`config.mk`:
```
export PLATFORM = sky130hd
export DESIGN_NAME = ecc_syndrome_corrector
export DESIGN_NICKNAME = d
export VERILOG_FILES = /design/src/rtl/ecc_fix_pkg.sv /design/src/rtl/ecc_syndrome_gen.sv /design/src/rtl/ecc_locator.sv /design/src/rtl/ecc_classifier.sv /design/src/rtl/ecc_syndrome_corrector.sv
export SDC_FILE = /design/constraint.sdc
export NUM_CORES = 1
export LEC_CHECK = 0
export BUFFER_PORTS_ARGS = -buffer_cell sky130_fd_sc_hd__buf_2
export CORE_UTILIZATION = 50
export CTS_BUF_LIST = sky130_fd_sc_hd__clkbuf_4 sky130_fd_sc_hd__clkbuf_8
export DETAILED_ROUTE_END_ITERATION = 10
export GPL_TIMING_DRIVEN = 0
export HOLD_SLACK_MARGIN = 0.05
export PLACE_DENSITY = 0.88
export SLEW_MARGIN = 15
export SYNTH_ARGS = -nofsm -noshare
export SYNTH_HDL_FRONTEND = slang
export SYNTH_SLANG_ARGS = --single-unit
export TNS_END_PERCENT = 1
```
`constraint.sdc`:
```
create_clock -name clk -period 5.9 [get_ports clk]
set_input_delay 1.18 -clock clk [delete_from_list [all_inputs] [get_ports clk]]
set_output_delay 1.18 -clock clk [all_outputs]
set_load 0.01 [all_outputs]
```
`src/rtl/ecc_fix_pkg.sv`:
```
// Shared constants and the verdict type for the parity-code corrector.
package ecc_fix_pkg;
    localparam int CODE_BYTES  = 3;
    localparam int CODE_W      = 8 * CODE_BYTES;
    localparam int PAIRS_PER_B = 4;
    localparam int ODD_BITS    = PAIRS_PER_B * CODE_BYTES;
    localparam int BIT_IDX_W   = 3;
    localparam int BYTE_IDX_W  = ODD_BITS - BIT_IDX_W;
    localparam int STATUS_W    = 3;

    typedef enum logic [STATUS_W-1:0] {
        ST_CLEAN      = 3'd0,
        ST_BLANK      = 3'd1,
        ST_FIXABLE    = 3'd2,
        ST_CODE_FAULT = 3'd3,
        ST_FATAL      = 3'd4
    } fix_status_e;
endpackage

```
`src/rtl/ecc_syndrome_gen.sv`:
```
// Forms the difference code between stored and calculated check codes and
// derives the flags the classifier needs. Purely combinational.
// Assumes byte k of a code sits at bits 8k+7:8k.
module ecc_syndrome_gen #(
    parameter int CODE_BYTES = ecc_fix_pkg::CODE_BYTES,
    parameter int CODE_W     = 8 * CODE_BYTES
) (
    input  logic [CODE_W-1:0] stored_i,
    input  logic [CODE_W-1:0] calc_i,
    output logic [CODE_W-1:0] syn_o,
    output logic              zero_o,
    output logic              blank_o,
    output logic              pairs_ok_o,
    output logic              single_o
);
    localparam int NPAIRS = CODE_W / 2;

    logic [NPAIRS-1:0] pair_diff;

    // Difference code.
    always_comb syn_o = stored_i ^ calc_i;

    // One flag per bit pair: the two bits of the pair disagree.
    for (genvar p = 0; p < NPAIRS; p++) begin : g_pair
        assign pair_diff[p] = syn_o[2*p+1] ^ syn_o[2*p];
    end

    // Summary flags for the classifier.
    always_comb begin
        zero_o     = (syn_o == '0);
        blank_o    = (stored_i == '1);
        pairs_ok_o = &pair_diff;
        single_o   = !zero_o && ((syn_o & (syn_o - 1'b1)) == '0);
    end
endmodule

```
`src/rtl/ecc_locator.sv`:
```
// Gathers the odd bit of every syndrome pair and splits the gathered vector
// into the byte offset (low part) and the bit number (high part).
// Assumes the byte offset plus the bit number use exactly one bit per pair.
module ecc_locator #(
    parameter int CODE_BYTES = ecc_fix_pkg::CODE_BYTES,
    parameter int BIT_IDX_W  = ecc_fix_pkg::BIT_IDX_W,
    parameter int CODE_W     = 8 * CODE_BYTES,
    parameter int ODD_BITS   = 4 * CODE_BYTES,
    parameter int BYTE_IDX_W = ODD_BITS - BIT_IDX_W
) (
    input  logic [CODE_W-1:0]     syn_i,
    output logic [BYTE_IDX_W-1:0] byte_idx_o,
    output logic [BIT_IDX_W-1:0]  bit_idx_o
);
    logic [ODD_BITS-1:0] odd_bits;

    // Odd bit of pair k lands in position k of the gathered vector.
    for (genvar k = 0; k < ODD_BITS; k++) begin : g_odd
        assign odd_bits[k] = syn_i[2*k+1];
    end

    // Split into the two position fields.
    always_comb begin
        byte_idx_o = odd_bits[BYTE_IDX_W-1:0];
        bit_idx_o  = odd_bits[ODD_BITS-1:BYTE_IDX_W];
    end
endmodule

```
`src/rtl/ecc_classifier.sv`:
```
// Priority decision over the syndrome flags. Order of the checks: clean,
// blank (when allowed), fixable, code fault, fatal. Positions pass through
// only for a fixable verdict and are forced to zero otherwise.
module ecc_classifier #(
    parameter int BYTE_IDX_W = ecc_fix_pkg::BYTE_IDX_W,
    parameter int BIT_IDX_W  = ecc_fix_pkg::BIT_IDX_W
) (
    input  logic                        zero_i,
    input  logic                        blank_i,
    input  logic                        ignore_blank_i,
    input  logic                        pairs_ok_i,
    input  logic                        single_i,
    input  logic [BYTE_IDX_W-1:0]       byte_idx_i,
    input  logic [BIT_IDX_W-1:0]        bit_idx_i,
    output ecc_fix_pkg::fix_status_e    status_o,
    output logic [BYTE_IDX_W-1:0]       byte_idx_o,
    output logic [BIT_IDX_W-1:0]        bit_idx_o
);
    import ecc_fix_pkg::*;

    // Verdict selection in fixed priority order.
    always_comb begin
        byte_idx_o = '0;
        bit_idx_o  = '0;
        if (zero_i) begin
            status_o = ST_CLEAN;
        end else if (blank_i && ignore_blank_i) begin
            status_o = ST_BLANK;
        end else if (pairs_ok_i) begin
            status_o   = ST_FIXABLE;
            byte_idx_o = byte_idx_i;
            bit_idx_o  = bit_idx_i;
        end else if (single_i) begin
            status_o = ST_CODE_FAULT;
        end else begin
            status_o = ST_FATAL;
        end
    end
endmodule

```
`src/rtl/ecc_syndrome_corrector.sv`:
```
// Top level: compares stored and calculated check codes of one data block
// and registers a verdict one cycle after start. The result holds until the
// next start. Synchronous active-low reset.
module ecc_syndrome_corrector (
    input  logic        clk,
    input  logic        rst_n,
    input  logic        start_i,
    input  logic [23:0] stored_code_i,
    input  logic [23:0] calc_code_i,
    input  logic        ignore_blank_i,
    output logic        done_o,
    output logic [2:0]  status_o,
    output logic [8:0]  byte_idx_o,
    output logic [2:0]  bit_idx_o
);
    import ecc_fix_pkg::*;

    logic [CODE_W-1:0]     syn;
    logic                  f_zero, f_blank, f_pairs, f_single;
    logic [BYTE_IDX_W-1:0] loc_byte, dec_byte;
    logic [BIT_IDX_W-1:0]  loc_bit, dec_bit;
    fix_status_e           dec_status;
    fix_status_e           status_q;

    ecc_syndrome_gen #(.CODE_BYTES(CODE_BYTES)) u_syn (
        .stored_i   (stored_code_i),
        .calc_i     (calc_code_i),
        .syn_o      (syn),
        .zero_o     (f_zero),
        .blank_o    (f_blank),
        .pairs_ok_o (f_pairs),
        .single_o   (f_single)
    );

    ecc_locator #(.CODE_BYTES(CODE_BYTES), .BIT_IDX_W(BIT_IDX_W)) u_loc (
        .syn_i      (syn),
        .byte_idx_o (loc_byte),
        .bit_idx_o  (loc_bit)
    );

    ecc_classifier #(.BYTE_IDX_W(BYTE_IDX_W), .BIT_IDX_W(BIT_IDX_W)) u_cls (
        .zero_i         (f_zero),
        .blank_i        (f_blank),
        .ignore_blank_i (ignore_blank_i),
        .pairs_ok_i     (f_pairs),
        .single_i       (f_single),
        .byte_idx_i     (loc_byte),
        .bit_idx_i      (loc_bit),
        .status_o       (dec_status),
        .byte_idx_o     (dec_byte),
        .bit_idx_o      (dec_bit)
    );

    // Result register: load on start, otherwise hold; done pulses once.
    always_ff @(posedge clk) begin
        if (!rst_n) begin
            done_o     <= 1'b0;
            status_q   <= ST_CLEAN;
            byte_idx_o <= '0;
            bit_idx_o  <= '0;
        end else begin
            done_o <= start_i;
            if (start_i) begin
                status_q   <= dec_status;
                byte_idx_o <= dec_byte;
                bit_idx_o  <= dec_bit;
            end
        end
    end

    // Verdict output.
    assign status_o = status_q;
endmodule

```
# Word level (Yosys, flattened, before mapping)

Index checks and enable logic that the tools add are counted.

Register bits: 16
Output and inout port bits: 16

Reduce and logical (&&, ||, !) cells: 6
Eq/ne operators: 1
Bitwise gates (word level): 14
Muxes and demuxes: 10
$add $sub $neg: 1

Operators with widths:

| cell                                                | number |
|---|---|
| logical NOT 24 bit                                  | 2 |
| 2-to-1 mux 9 bit                                    | 3 |
| AND 24 bit                                          | 1 |
| == test 24 bit (second input constant)              | 1 |
| subtractor 24 x 1 -> 24 bit (second input constant) | 1 |
| bitwise XOR 24 bit                                  | 1 |
| 2-to-1 mux 3 bit                                    | 7 |
| AND reduction 12 bit                                | 1 |
| bitwise XOR 1 bit                                   | 12 |
| logical AND 1 bit                                   | 2 |
| logical NOT 1 bit                                   | 1 |

# Logic depth before layout (Yosys ltp)

Depth in word-level cells: 9
Depth in mapped cells: 11
Depth with buffers taken out: 10

# Cells and area by module

Synthesis repeated with hierarchy kept, for this count alone.

Cell total of the unflattened synthesis: 230
Area, all modules: 2,092.0 sq um

By module, submodules not included:

| module                 | cells an instance | times used | area an instance (sq um) |
|---|---|---|---|
| ecc_syndrome_gen       | 144               | 1          | 1,142.3 |
| ecc_syndrome_corrector | 50                | 1          | 606.8 |
| ecc_classifier         | 24                | 1          | 252.7 |
| ecc_locator            | 12                | 1          | 90.1 |

# Worst setup path after synthesis

No wires, ideal clock.

Kind: input-to-reg
From: in calc_code_i[13]
To: reg bit_idx_o[1]
Cell stages on the path: 9
Setup slack: 2,867 ps
Buffers on the path: 1
Arrival: 2,957 ps
Setup time: 76 ps
Cell sequence: xor2_1 > inv_1 > ha_1 > nand4_1 > or3_1 > nor2_1 > buf_2 > nand2b_1 > a21boi_0

Word-level cells in the longest chain between the ends: 6
Elaborated cells on any way between the ends: 7

RTL lines:

| element                | line                         | text |
|---|---|---|
| from (decl)            | ecc_syndrome_corrector.sv:9  | `input logic [23:0] calc_code_i,` |
| bitwise XOR 24 bit (*) | ecc_syndrome_gen.sv:21       | `always_comb syn_o = stored_i ^ calc_i;` |
| bitwise XOR 1 bit      | ecc_syndrome_gen.sv:25       | `assign pair_diff[p] = syn_o[2*p+1] ^ syn_o[2*p];` |
| AND reduction 12 bit   | ecc_syndrome_gen.sv:32       | `pairs_ok_o = &pair_diff;` |
| 2-to-1 mux 3 bit       | ecc_classifier.sv:29         | `end else if (pairs_ok_i) begin` |
| 2-to-1 mux 3 bit       | ecc_classifier.sv:27         | `end else if (blank_i && ignore_blank_i) begin` |
| 2-to-1 mux 3 bit (*)   | ecc_classifier.sv:25         | `if (zero_i) begin` |
| to (signal assigned)   | ecc_syndrome_corrector.sv:66 | `bit_idx_o <= dec_bit;` |
| to (decl)              | ecc_syndrome_corrector.sv:14 | `output logic [2:0] bit_idx_o` |

Every way passes the cells marked *; elsewhere a longest branch is shown, timed or not.
A chain may end at the register's enable or synchronous reset.

# Final worst setup path

Ends and elaborated chain as after synthesis.

==> out/qor.yml <==
sta:
  setup_viol: 0
  maxSlewViolCount: 0
  hold_viol_final: 0
  final.min_clock_period_ns: 3.40
  rsz0062_at_grt: "no"
  fmax_mhz: 294
  min_period_over_period_pct: 57.6
  relSlewSlack_pct: 51.8
  worst_clock_skew_ns: 0
  tightest_slew_ns: 0.721
  final.setup.worst_slack_ns: 2.50
  finalSetupTns_ns: 0
cts:
  hold_buffers: 0
  post_cts_buffers: 0
  cts_resized: 0
  insertion_delay_ns: 0.29
  clock_path_buffers: 2
  cts_root_buf: "clkbuf_4"
  cts_sinks: 16
  path_clk_slew_ns: 0.09
  h-tree-depth: 1
  cts_tree: "yes"
  cts-buffers-inserted: 3
synth:
  synth_seq_cells: 16
  synth_fp_nets: 278
  ys_seq_area_share_pct: 19.2
  syn_area_um2: 1670
  yosysWarnings: 0
  syn_inst: 212
  syn_area_per_cell_um2: 7.88
  yosysUniqueCellTypes: 40
drt:
  drtIter0Drc: 131
  drt-vias-per-instance: 5.77
  drc_errors: 0
  antenna_left: 0
  met1_length_mm: 2.08
  top_layer_used: "met4"
  totalWireLength_mm: 5.07
  first_pass_iters: 4
  dr_wl_met3_um: 414
  vias: 1880
  wl_per_cell_um: 15.5
  met2_length_mm: 2.44
global_routing:
  grt_start_max_net_pins: 11
  grt_pass1_vias: 1727
  grt_remaining_overflow: 0
  antenna_found_initial: 0
  track_usage_pct: 29.8
  grt_pass1_wl_mm: 7.90
cells_and_area:
  syn2layout_area_growth_pct: 24.7
  layout_commonest_cell: "buf_2"
  nNetsFinal: 350
  drive_above_1_share_pct: 29.1
  diodes: 0
  layout_common_cells: "68 x buf_2, 22 x inv_1, 21 x nor2b_1, 16 x dfxtp_1, 15 x xor2_1"
place:
  io_buffer_count: 67
  place_hpwl_mm: 4.20
  post-place-ws_ns: 2.29
  place_congestion: 0.927
power_and_ir_drop:
  pwr-share-clk_pct: 18.5
  power_density_nw_per_um2: 145
  internal_power_mw: 0.186
  swShare_pct: 38.6
  pwr-share-comb_pct: 45.5
  power_switching_mw: 0.117
  p_leak_nw: 0.962
  seqPwrFrac_pct: 36.0
  ir_drop_mv: 0.124
critical_path:
  critPathMaxFanout: 10
  cp_slowest_stage_delay_ns: 0.58
  cp_top_family: "simple AND/OR/NAND/NOR gates"
  critPathBufInv: 3
  worstPathArrival_ns: 3.61
  cp-start-kind: "primary input"
  critPathRequiredTime_ns: 6.11
  path_cells: "buf_2, xor2_1, inv_1, ha_1, nand4_1, or3_1, nor2_1, buf_2, nand2b_1, a21boi_0"
  cp_slowest_cell: "xor2_1"
  cpMostUsedCell: "buf_2"
  endpoint_kind: "register"
  crit_type: "primary input to register"
die:
  die_w_um: 59.8
  die_h_um: 59.8
  core_area_um2: 3100
  fp.dieArea_um2: 3580
  ios: 68
  start_util_pct: 53.9
  rows: 20
outcome:
  status: "finished, final reports clean"
job:
  maxCapViolCount: 0
worst_hold_path:
  hp-class: "register to register"
## metal layers
| layer | track usage, % | vias up |
|---|---|---|
| met3 | 3.68 | 16 |
| li1 | - | 913 |
| met1 | 39.2 | 857 |
| met2 | 49.5 | 94 |
| met5 | 0 | - |
| met4 | 11.3 | 0 |
## sequential cells by signal (all words and copies together), names as in the netlist
register	count
done_o	1
bit_idx_o	3
status_o	3
byte_idx_o	9
## final timing paths
| check | slack, ns | from | to | cells past startpoint |
|---|---|---|---|---|
| min reg2reg | 0.48 | status_o[0]$_SDFFE_PN0P_ | status_o[0]$_SDFFE_PN0P_ | 1 |
| min | 0.48 | status_o[0]$_SDFFE_PN0P_ | status_o[0]$_SDFFE_PN0P_ | 1 |
| max reg2reg | 5.03 | status_o[1]$_SDFFE_PN0P_ | status_o[1]$_SDFFE_PN0P_ | 3 |
| max | 2.50 | calc_code_i[13] | bit_idx_o[1]$_SDFFE_PN0P_ | 10 |
## logic make-up after synthesis
group / synth area share [%]
fa+ha+maj: 10.5
buf+inv: 5.69
flops: 19.2
xor+xnor: 13.5
compound gates: 19.2
simple gates: 32.0
## power by group through the flow
stage	logic, mW	clock network [mW]	registers, mW
2_1_floorplan	0.0846	0	0.112
6_report	0.138	0.0559	0.109
3_3_place_gp	0.132	0	0.112
5_1_grt	0.149	0.0598	0.109
4_1_cts	0.134	0.0557	0.109
3_5_place_dp	0.134	0	0.112
## through the flow
stage / hold WS, ns / area [um2] / cells / utilization, % / total power [mW]
after CTS: 0.481 / 2080 / 326 / 67.2 / 0.299
after floorplan: 0.491 / 1670 / 212 / - / 0.197
after detailed placement: 0.458 / 2060 / 323 / 66.5 / 0.245
after global routing: 0.505 / 2080 / 326 / 67.2 / 0.319
after global placement: 0.462 / 2060 / 323 / 66.5 / 0.244
final: 0.477 / 2080 / 326 / 67.2 / 0.303
## synthesized netlist by cell type
master | n | share of area [%]
o21ai_0 | 6 | 1.8
o32ai_1 | 1 | 0.52
a211oi_1 | 1 | 0.45
a41oi_1 | 3 | 1.6
a31oi_1 | 5 | 1.9
xnor2_1 | 7 | 3.7
nor3_4 | 1 | 0.97
nor2_1 | 9 | 2.0
a41oi_2 | 1 | 0.97
buf_2 | 1 | 0.30
and4_4 | 1 | 0.67
a22o_1 | 3 | 1.6
xor2_1 | 15 | 7.9
o31ai_1 | 1 | 0.45
a32oi_1 | 2 | 1.0
nand2b_1 | 7 | 2.6
o22ai_1 | 3 | 1.1
o41ai_1 | 1 | 0.52
a21oi_1 | 13 | 3.9
nand2_1 | 9 | 2.0
nor2b_1 | 21 | 7.9
nand3_1 | 7 | 2.1
o2111ai_1 | 1 | 0.52
clkbuf_1 | 2 | 0.45
a21boi_0 | 4 | 1.8
nand4_2 | 1 | 0.75
o2bb2ai_1 | 1 | 0.52
nor4_2 | 3 | 2.2
a21bo_2 | 1 | 0.60
nor4_1 | 4 | 1.5
inv_1 | 22 | 4.9
xnor2_2 | 2 | 1.9
and2_1 | 1 | 0.37
or3_1 | 1 | 0.37
dfxtp_1 | 16 | 19
nand4_1 | 13 | 4.9
nor3_1 | 4 | 1.2
ha_1 | 14 | 10
nor4_4 | 1 | 1.3
and3_1 | 3 | 1.1
## final cells by class
| type | count | area, um2 |
|---|---|---|
| plain buffers | 3 | 12.5 |
| flip-flops and latches | 16 | 320 |
| repair buffers | 67 | 335 |
| inverters | 22 | 82.6 |
| multi-input cells | 171 | 1260 |
| well taps | 44 | 55.1 |
| fillers | 299 | 1020 |
| clock buffers | 3 | 22.5 |
Power figures use the tool's default switching activity.
